$ cat config.mk
export PLATFORM = sky130hd
export DESIGN_NAME = rtc_calendar
export DESIGN_NICKNAME = d
export VERILOG_FILES = /design/src/rtl/rtc_cal_pkg.sv /design/src/rtl/rtc_prescaler.sv /design/src/rtl/rtc_time_chain.sv /design/src/rtl/rtc_alarm_match.sv /design/src/rtl/rtc_calendar.sv
export SDC_FILE = /design/constraint.sdc
export NUM_CORES = 1
export LEC_CHECK = 0
export BUFFER_PORTS_ARGS = -buffer_cell sky130_fd_sc_hd__buf_4
export CAP_MARGIN = 40
export CORE_UTILIZATION = 30
export DETAILED_ROUTE_END_ITERATION = 12
export MAX_ROUTING_LAYER = met4
export PLACE_DENSITY_LB_ADDON = 0.15
export RECOVER_POWER = 25
export SETUP_SLACK_MARGIN = 0.02
export SLEW_MARGIN = 20
export SYNTH_ARGS = -nofsm -noshare
export SYNTH_HDL_FRONTEND = slang
export SYNTH_SLANG_ARGS = --single-unit
$ cat constraint.sdc
create_clock -name clk -period 4.9 [get_ports clk]
set_clock_uncertainty 0.1 [all_clocks]
set_input_delay 0.245 -clock clk [delete_from_list [all_inputs] [get_ports clk]]
set_output_delay 0.245 -clock clk [all_outputs]
set_load 0.02 [all_outputs]
$ cat src/rtl/rtc_cal_pkg.sv
package rtc_cal_pkg;

    localparam int NUM_FIELDS = 6;

    localparam logic [2:0] PAGE_TIME  = 3'b000;
    localparam logic [2:0] PAGE_ALARM = 3'b001;
    localparam logic [7:0] OFS_CTRL   = 8'h40;
    localparam logic [7:0] OFS_STAT   = 8'h44;
    localparam logic [7:0] OFS_IEN    = 8'h48;

    typedef logic [7:0] bcd8_t;

    // Lowest byte is seconds so that byte lane index equals addr[4:2].
    typedef struct packed {
        bcd8_t year;
        bcd8_t mon;
        bcd8_t day;
        bcd8_t hour;
        bcd8_t min;
        bcd8_t sec;
    } cal_time_t;

    typedef struct packed {
        cal_time_t   tm;
        cal_time_t   alm;
        logic [7:0]  ctrl;
        logic        pwr;
        logic        alarm;
        logic [3:0]  ev;
        logic        en_alarm;
        logic        en_timer;
    } rtc_regs_t;

    localparam cal_time_t TIME_RESET = '{year: 8'h00, mon: 8'h01, day: 8'h01,
                                         hour: 8'h00, min: 8'h00, sec: 8'h00};

    localparam rtc_regs_t REGS_RESET = '{tm: TIME_RESET, alm: '0, ctrl: 8'h00,
                                         pwr: 1'b1, alarm: 1'b0, ev: 4'h0,
                                         en_alarm: 1'b0, en_timer: 1'b0};

    // Step a BCD value by one, wrapping from last back to first.
    function automatic bcd8_t bcd_next(bcd8_t v, bcd8_t last, bcd8_t first);
        if (v == last) begin
            return first;
        end
        if (v[3:0] >= 4'd9) begin
            return {v[7:4] + 4'd1, 4'd0};
        end
        return {v[7:4], v[3:0] + 4'd1};
    endfunction

    // 10*t + u is congruent to 2*t + u modulo 4.
    function automatic logic is_leap(bcd8_t y);
        logic [4:0] s;
        s = {y[7:4], 1'b0} + {1'b0, y[3:0]};
        return (s[1:0] == 2'b00);
    endfunction

    function automatic bcd8_t month_last(bcd8_t m, bcd8_t y);
        case (m)
            8'h02:                      return is_leap(y) ? 8'h29 : 8'h28;
            8'h04, 8'h06, 8'h09, 8'h11: return 8'h30;
            default:                    return 8'h31;
        endcase
    endfunction

endpackage

$ cat src/rtl/rtc_prescaler.sv
module rtc_prescaler #(
    parameter int DIV_W = 15
) (
    input  logic clk,
    input  logic rst_n,
    input  logic tick_i,
    input  logic run_i,
    input  logic restart_i,
    output logic stb_o,
    output logic busy_o,
    output logic post_o
);
    localparam logic [DIV_W-1:0] CNT_LAST = {DIV_W{1'b1}};
    localparam logic [DIV_W-1:0] CNT_ONE  = {{(DIV_W-1){1'b0}}, 1'b1};

    typedef struct packed {
        logic [DIV_W-1:0] cnt;
        logic             post;
    } pre_state_t;

    pre_state_t s_q, s_d;
    logic       step;
    logic       at_last;

    always_comb begin
        s_d     = s_q;
        step    = tick_i & run_i;
        at_last = (s_q.cnt == CNT_LAST);
        stb_o   = step & at_last & ~restart_i;
        if (restart_i) begin
            s_d.cnt  = '0;
            s_d.post = 1'b0;
        end else if (step) begin
            s_d.cnt  = s_q.cnt + CNT_ONE;
            s_d.post = at_last;
        end
    end

    always_ff @(posedge clk or negedge rst_n) begin
        if (!rst_n) begin
            s_q <= '0;
        end else begin
            s_q <= s_d;
        end
    end

    assign busy_o = run_i & (at_last | s_q.post);
    assign post_o = run_i & s_q.post;

endmodule

$ cat src/rtl/rtc_time_chain.sv
module rtc_time_chain
    import rtc_cal_pkg::*;
(
    input  cal_time_t  cur_i,
    output cal_time_t  nxt_o,
    output logic [3:0] roll_o
);
    logic  c_min, c_hour, c_day, c_mon, c_year;
    bcd8_t last_day;

    always_comb begin
        nxt_o    = cur_i;
        last_day = month_last(cur_i.mon, cur_i.year);
        c_min    = (cur_i.sec == 8'h59);
        c_hour   = c_min  & (cur_i.min  == 8'h59);
        c_day    = c_hour & (cur_i.hour == 8'h23);
        c_mon    = c_day  & (cur_i.day  == last_day);
        c_year   = c_mon  & (cur_i.mon  == 8'h12);

        nxt_o.sec = bcd_next(cur_i.sec, 8'h59, 8'h00);
        if (c_min) begin
            nxt_o.min = bcd_next(cur_i.min, 8'h59, 8'h00);
        end
        if (c_hour) begin
            nxt_o.hour = bcd_next(cur_i.hour, 8'h23, 8'h00);
        end
        if (c_day) begin
            nxt_o.day = bcd_next(cur_i.day, last_day, 8'h01);
        end
        if (c_mon) begin
            nxt_o.mon = bcd_next(cur_i.mon, 8'h12, 8'h01);
        end
        if (c_year) begin
            nxt_o.year = bcd_next(cur_i.year, 8'h99, 8'h00);
        end
        // {day, hour, minute, second} changed flags
        roll_o = {c_day, c_hour, c_min, 1'b1};
    end

endmodule

$ cat src/rtl/rtc_alarm_match.sv
module rtc_alarm_match
    import rtc_cal_pkg::*;
(
    input  cal_time_t now_i,
    input  cal_time_t alm_i,
    output logic      hit_o
);
    logic [8*NUM_FIELDS-1:0] now_flat, alm_flat;
    logic [NUM_FIELDS-1:0]   lane_eq;

    assign now_flat = now_i;
    assign alm_flat = alm_i;

    for (genvar g = 0; g < NUM_FIELDS; g++) begin : g_lane
        assign lane_eq[g] = (now_flat[8*g +: 8] == alm_flat[8*g +: 8]);
    end

    assign hit_o = &lane_eq;

endmodule

$ cat src/rtl/rtc_calendar.sv
module rtc_calendar
    import rtc_cal_pkg::*;
#(
    parameter int DIV_W = 15
) (
    input  logic       clk,
    input  logic       rst_n,
    input  logic       tick_i,
    input  logic       sel_i,
    input  logic       wr_i,
    input  logic [7:0] addr_i,
    input  logic [7:0] wdata_i,
    output logic [7:0] rdata_o,
    output logic       irq_timer_o,
    output logic       irq_alarm_o
);
    localparam int FLAT_W = 8 * NUM_FIELDS;

    rtc_regs_t   r_q, r_d;
    cal_time_t   nxt_tm;
    logic [3:0]  roll;
    logic        hit;
    logic        stb, busy, post;
    logic        wr, run, tm_wr, alm_wr, stat_wr;
    logic        lane_ok, time_hit, alm_hit;
    logic [2:0]  idx;
    logic [FLAT_W-1:0] tm_flat, alm_flat;
    logic [7:0]  status;

    assign idx      = addr_i[4:2];
    assign lane_ok  = (addr_i[1:0] == 2'b00) && (int'(idx) < NUM_FIELDS);
    assign time_hit = lane_ok && (addr_i[7:5] == PAGE_TIME);
    assign alm_hit  = lane_ok && (addr_i[7:5] == PAGE_ALARM);
    assign wr       = sel_i & wr_i;
    assign tm_wr    = wr & time_hit;
    assign alm_wr   = wr & alm_hit;
    assign stat_wr  = wr & (addr_i == OFS_STAT);
    assign run      = r_q.ctrl[0];
    assign tm_flat  = r_q.tm;
    assign alm_flat = r_q.alm;

    rtc_prescaler #(.DIV_W(DIV_W)) u_pre (
        .clk       (clk),
        .rst_n     (rst_n),
        .tick_i    (tick_i),
        .run_i     (run),
        .restart_i (tm_wr),
        .stb_o     (stb),
        .busy_o    (busy),
        .post_o    (post)
    );

    rtc_time_chain u_chain (
        .cur_i  (r_q.tm),
        .nxt_o  (nxt_tm),
        .roll_o (roll)
    );

    rtc_alarm_match u_match (
        .now_i (nxt_tm),
        .alm_i (r_q.alm),
        .hit_o (hit)
    );

    always_comb begin
        logic [FLAT_W-1:0] t_upd;
        logic [FLAT_W-1:0] a_upd;
        r_d   = r_q;
        t_upd = tm_flat;
        a_upd = alm_flat;

        if (stat_wr) begin
            if (wdata_i[6]) r_d.alarm = 1'b0;
            if (wdata_i[7]) r_d.pwr   = 1'b0;
        end
        if (stb) begin
            r_d.tm = nxt_tm;
            r_d.ev = roll;
            if (hit) r_d.alarm = 1'b1;
        end
        if (tm_wr) begin
            t_upd[8*idx +: 8] = wdata_i;
            r_d.tm = t_upd;
        end
        if (alm_wr) begin
            a_upd[8*idx +: 8] = wdata_i;
            r_d.alm = a_upd;
        end
        if (wr && addr_i == OFS_CTRL) begin
            r_d.ctrl = wdata_i;
        end
        if (wr && addr_i == OFS_IEN) begin
            r_d.en_alarm = wdata_i[3];
            r_d.en_timer = wdata_i[2];
        end
    end

    always_ff @(posedge clk or negedge rst_n) begin
        if (!rst_n) begin
            r_q <= REGS_RESET;
        end else begin
            r_q <= r_d;
        end
    end

    assign status = {r_q.pwr, r_q.alarm, r_q.ev, run, busy};

    always_comb begin
        rdata_o = 8'h00;
        if (time_hit) begin
            rdata_o = tm_flat[8*idx +: 8];
        end else if (alm_hit) begin
            rdata_o = alm_flat[8*idx +: 8];
        end else begin
            case (addr_i)
                OFS_CTRL: rdata_o = r_q.ctrl;
                OFS_STAT: rdata_o = status;
                OFS_IEN:  rdata_o = {4'h0, r_q.en_alarm, r_q.en_timer, 2'b00};
                default:  rdata_o = 8'h00;
            endcase
        end
    end

    assign irq_alarm_o = r_q.alarm & r_q.en_alarm;
    assign irq_timer_o = r_q.en_timer & post;

endmodule

# ---- Word level (Yosys, flattened, before mapping)
# Index checks and enable logic that the tools add are counted.
dict set report totals {
  ff_bits 128
  in_bits 21
  out_inout_bits 10
  elab_cells 170
}
dict set report op_classes {
  addsub 15
  magnitude_cmp 7
  n_eq_ne 22
  n_shift 4
  mux 72
  bitwise_logic 17
  n_reduce_logical 13
}
# operator n
set ops {}
lappend ops {{$mux W8} 31}
lappend ops {{$bwmux W48} 2}
lappend ops {{$mux W48} 2}
lappend ops {{$shiftx A48 B7 Y8} 2}
lappend ops {{$eq A8 B8 Y1} 7}
lappend ops {{$add A4 B1 Y4 const B} 12}
lappend ops {{$shift A8 B34 Y48 const A} 1}
lappend ops {{$shiftx A8 B34 Y48} 1}
lappend ops {{$eq A8 B7 Y1 const B} 5}
lappend ops {{$neg A6 Y34} 1}
lappend ops {{$mux W1} 32}
lappend ops {{$mux W16} 2}
lappend ops {{$ge A4 B4 Y1 const B} 6}
lappend ops {{$pmux W8 S3} 1}
lappend ops {{$eq A8 B3 Y1 const B} 2}
lappend ops {{$eq A8 B5 Y1 const B} 2}
lappend ops {{$pmux W8 S2} 1}
lappend ops {{$add A15 B1 Y15 const B} 1}
lappend ops {{$and A1 B1 Y1} 15}
lappend ops {{$eq A15 B15 Y1 const B} 1}
lappend ops {{$eq A8 B2 Y1 const B} 1}
lappend ops {{$eq A8 B4 Y1 const B} 1}
lappend ops {{$eq A8 B6 Y1 const B} 1}
lappend ops {{$eq A8 B8 Y1 const B} 1}
lappend ops {{13 further kinds} 19}

# ---- Longest topological paths before layout
dict set report logic_depth {
  ltp_word 17
  ltp_mapped 14
  ltp_nobuf 12
}

# ---- Modules after synthesis
# From an unflattened synthesis, not the netlist that was laid out.
dict set report hier_totals {
  cells_unflattened 943
  hier_area_um2 8892.3
}
# mod instances cells_each area_per_inst_um2 seq_area_each_um2
set by_module_without_submodules {}
lappend by_module_without_submodules {rtc_calendar 1 540 5881.9 2806.4}
lappend by_module_without_submodules {rtc_time_chain 1 251 1647.8 0.0}
lappend by_module_without_submodules {rtc_prescaler 1 88 838.3 400.4}
lappend by_module_without_submodules {rtc_alarm_match 1 64 524.3 0.0}

# ---- Worst setup path after synthesis
# Ideal clock, no wire load.
dict set report synth_timing {
  kind {input to register}
  from {in addr_i[2]}
  to {reg r_q[85] in the netlist's numbering}
  setup_time_ps 77
  t_arrival_ps 3268
  t_required_ps 4723
  path_slack_ps 1455
  path_stages 12
  path_buffers 3
  path_cell_list {buf_2 -> buf_1 -> inv_1 -> ha_1 -> ha_1 -> nor2b_1 -> nand2_1 -> nor3_1 -> nor2b_1 -> clkbuf_1 -> a22oi_1 -> a21oi_1}
}
dict set report synth_via {
  elab_chain_cells 7
  word_cells_on_any_way 12
  classes_between {add/sub: 1; order compare: 1; shift: 2; mux: 2; bitwise: 3; reduce/logical: 3}
}
# item line_no
set synth_lines {}
lappend synth_lines {{start: declaration} rtc_calendar.sv:11} ;# input logic [7:0] addr_i,
lappend synth_lines {{branches (longest 7 deep; another with $neg A6 Y34)} -}
lappend synth_lines {{end signal: assignment} rtc_calendar.sv:102} ;# r_q <= r_d;
lappend synth_lines {{end: declaration} rtc_calendar.sv:19} ;# rtc_regs_t r_q, r_d;
# Several ways; the timed one is not identified.
# A chain may end at the register's enable or synchronous reset.

==> flow_metrics.tcl <==
set metrics [dict create \
    routed_wl_um 41600 \
    io_buffers 30 \
    io_pins 31 \
    p_per_area_mw_per_mm2 248 \
    power_leakage_nw 4.41 \
    cts_tree "yes" \
    worstPathMaxFanout 9 \
    place.gp.congestion 0.991 \
    min_from "tick_i" \
    routed_via_density 5.98 \
    yosysSeqAreaShare 0.337 \
    min_path_cells 4 \
    endpoint_kind "register" \
    avgSynthCellArea_um2 8.56 \
    cp.required_ns 5.19 \
    period_share 0.877 \
    ys_seq_elements 128 \
    slew_headroom -1.34 \
    crit_start "r_q[73]" \
    synth_flop_cell "dfrtp_1" \
    yosys.area.top_type "dfrtp_1" \
    instances_no_fill 1532 \
    rows 64 \
    rsz0062_at_grt "false" \
    r2r-end "r_q[6]" \
    synth_area_leaders "dfrtp_1 (33%), nand2_1 (6.0%), ha_1 (4.9%), o21ai_0 (4.7%), mux4_2 (3.8%)" \
    start_util 0.308 \
    numCtsBuffers 17 \
    ir_worst_vdd_mv 0.267 \
    max_freq_mhz 233 \
    nFillCells 3265 \
    clkSinkCount 128 \
    min_period_ns 4.30 \
    syn-num-nets 1171 \
    antenna_found_initial 1 \
    setup_ws_ns 0.604 \
    hold_end "u_pre.s_q[0]" \
    drt_iter0_markers 1102 \
    die_y_um 180 \
    status "complete, but fails checks" \
    n_antenna_cell 0 \
    cts_resized 0 \
    ant_nets 0 \
    area_delta_synth_final_pct 13.0 \
    final_hold_viol_count 0 \
    wl_per_cell_um 27.2 \
    htree_levels 4 \
    whs_ns 0.00795 \
    synth_top_area_share 0.328 \
    gr-usage-all-layers 0.265 \
    grt_max_degree 73 \
    critical_path_class "reg2reg" \
    rr_startpoint "r_q[73]" \
    overflow 0 \
    synth_cell_types 82 \
    yosys_warnings 0 \
    cts_buffer_depth 2 \
    vias 9162 \
    path_clk_slew_ns 0.07 \
    drive_above_1_share 0.133 \
    violations "max-capacitance violations, max-slew violations" \
    final_max_slew_viol_count 73 \
    die-area_mm2 0.0325 \
    worstSkewPairLatency_ns 0.45 \
    synth_common_cells "nand2_1 (153), dfrtp_1 (125), o21ai_0 (90)" \
    r2r_cells 13 \
    drc 0 \
    dp_cells 1498 \
    first_pass_iters 5 \
    dpl.hpwl_um 31000 \
    grt_first_pass_wirelength_um 61200 \
    hold_class "in2reg" \
    async_flop_share 1.00 \
    yosysMostFrequentCell "nand2_1" \
    finalSetupTns_ns 0 \
    syn_area_mm2 0.00953 \
    fin_nets 1181 \
    ff2ff_setup_slack_ns 0.60 \
    cp_data_arrival_time_ns 4.58 \
    synth_edf_count 0 \
    post-place-ws_ns 0.765 \
    syn_inst 1113 \
    max-cap-violations 1 \
    worst_pin_slew_ns 3.50 \
    grt_pass1_vias 8885 \
    die_w_um 180 \
    core_area_mm2 0.0309 \
    start_kind "register" \
    setup_violations 0 \
    root_buffer "clkbuf_16" \
]
[kinds of logic after synthesis]
group,count (synthesis),share of synthesized area
compound gates,304,0.208
xor+xnor,57,0.0524
fa+ha+maj,37,0.0486
buf+inv,96,0.0408
flops,128,0.337
mux,61,0.0881
simple gates,430,0.225
[routing by layer]
| layer | vias to the layer above | wire length (µm) | GRT usage |
|---|---|---|---|
| li1 | 4132 | - | - |
| met1 | 4599 | 18600 | 0.338 |
| met2 | 335 | 19000 | 0.414 |
| met3 | 96 | 2460 | 0.0465 |
| met4 | 0 | 1590 | 0.106 |
| met5 | - | 0 | - |
[worst max-delay path, cell delays in order (launching register included)]
cell and delay (ns):
dfrtp_1 0.48, inv_1 0.14, ha_1 0.20, and4bb_2 0.29
nand4_2 0.37, buf_4 0.34, nor4_1 0.56, xnor2_1 0.19
nand2_1 0.07, a2111o_1 0.44, nor4_1 0.49, nand4_1 0.17
nor4_1 0.21, a32o_1 0.19
[placed cells by master, fill, tap and decap left out, types with 8 or more instances in the layout]
master / Yosys / routed
xor2_1: 26 / 26
clkbuf_16: 0 / 17
inv_1: 31 / 31
nor4_1: 10 / 10
nand2b_1: 10 / 10
nand3_1: 46 / 46
o21ai_0: 90 / 90
nor2_1: 84 / 83
xnor2_1: 31 / 31
dfrtp_1: 125 / 125
o22ai_1: 16 / 16
mux2i_1: 22 / 22
a211oi_1: 8 / 8
ha_1: 37 / 37
and2_1: 17 / 17
mux4_2: 16 / 16
o31ai_1: 28 / 28
a221oi_1: 11 / 11
nand2_1: 153 / 153
o211ai_1: 8 / 8
a31oi_1: 8 / 8
a21oi_1: 61 / 61
nand4_1: 24 / 24
mux2_2: 23 / 23
buf_4: 1 / 51
nor3_1: 17 / 17
and3_1: 14 / 14
[how the worst max path moves through the flow]
| stage | to | slack, ns |
|---|---|---|
| 2_1_floorplan | r_q[85] | 1.45 |
| 3_3_place_gp | r_q[6] | 0.71 |
| 3_5_place_dp | r_q[6] | 0.77 |
| 4_1_cts | r_q[6] | 0.74 |
| 5_1_grt | r_q[68] | 0.42 |
| 6_report | r_q[6] | 0.60 |
[metrics by stage]
stage	total power [mW]	instance area [µm²]	utilization
2_1_floorplan	1.23	9530	-
3_3_place_gp	1.35	10200	0.329
3_5_place_dp	1.35	10200	0.329
4_1_cts	2.69	10800	0.348
5_1_grt	2.76	10800	0.348
6_report	2.67	10800	0.348
[flip-flops by register name, indices dropped and copies added (netlist names)]
signal	flops
r_q	64
alm_flat	48
u_pre.s_q	16
[where the power goes]
| group | internal (mW) | total (mW) | switching [mW] | leakage, nW |
|---|---|---|---|---|
| logic | 0.0740 | 0.233 | 0.159 | 2.41 |
| registers | 1.07 | 1.10 | 0.0326 | 1.72 |
| clock network | 0.758 | 1.34 | 0.580 | 0.278 |
[repair_timing]
item                                   CTS  global route
hold buffers                             2             0
buffers inserted                         0             0
setup endpoints to repair                0             0
endpoints found under the hold margin   69             0
[cell type report]
class	count	area [µm²]	area share
Multi-Input combinational cell	889	5940	0.552
Clock buffer	18	429	0.0399
Inverter	33	124	0.0115
Timing Repair Buffer	54	412	0.0382
Sequential cell	128	3210	0.298
Tap cell	396	495	0.0460
Clock inverter	14	158	0.0146
No activity file was read; power rests on OpenSTA's default activity.
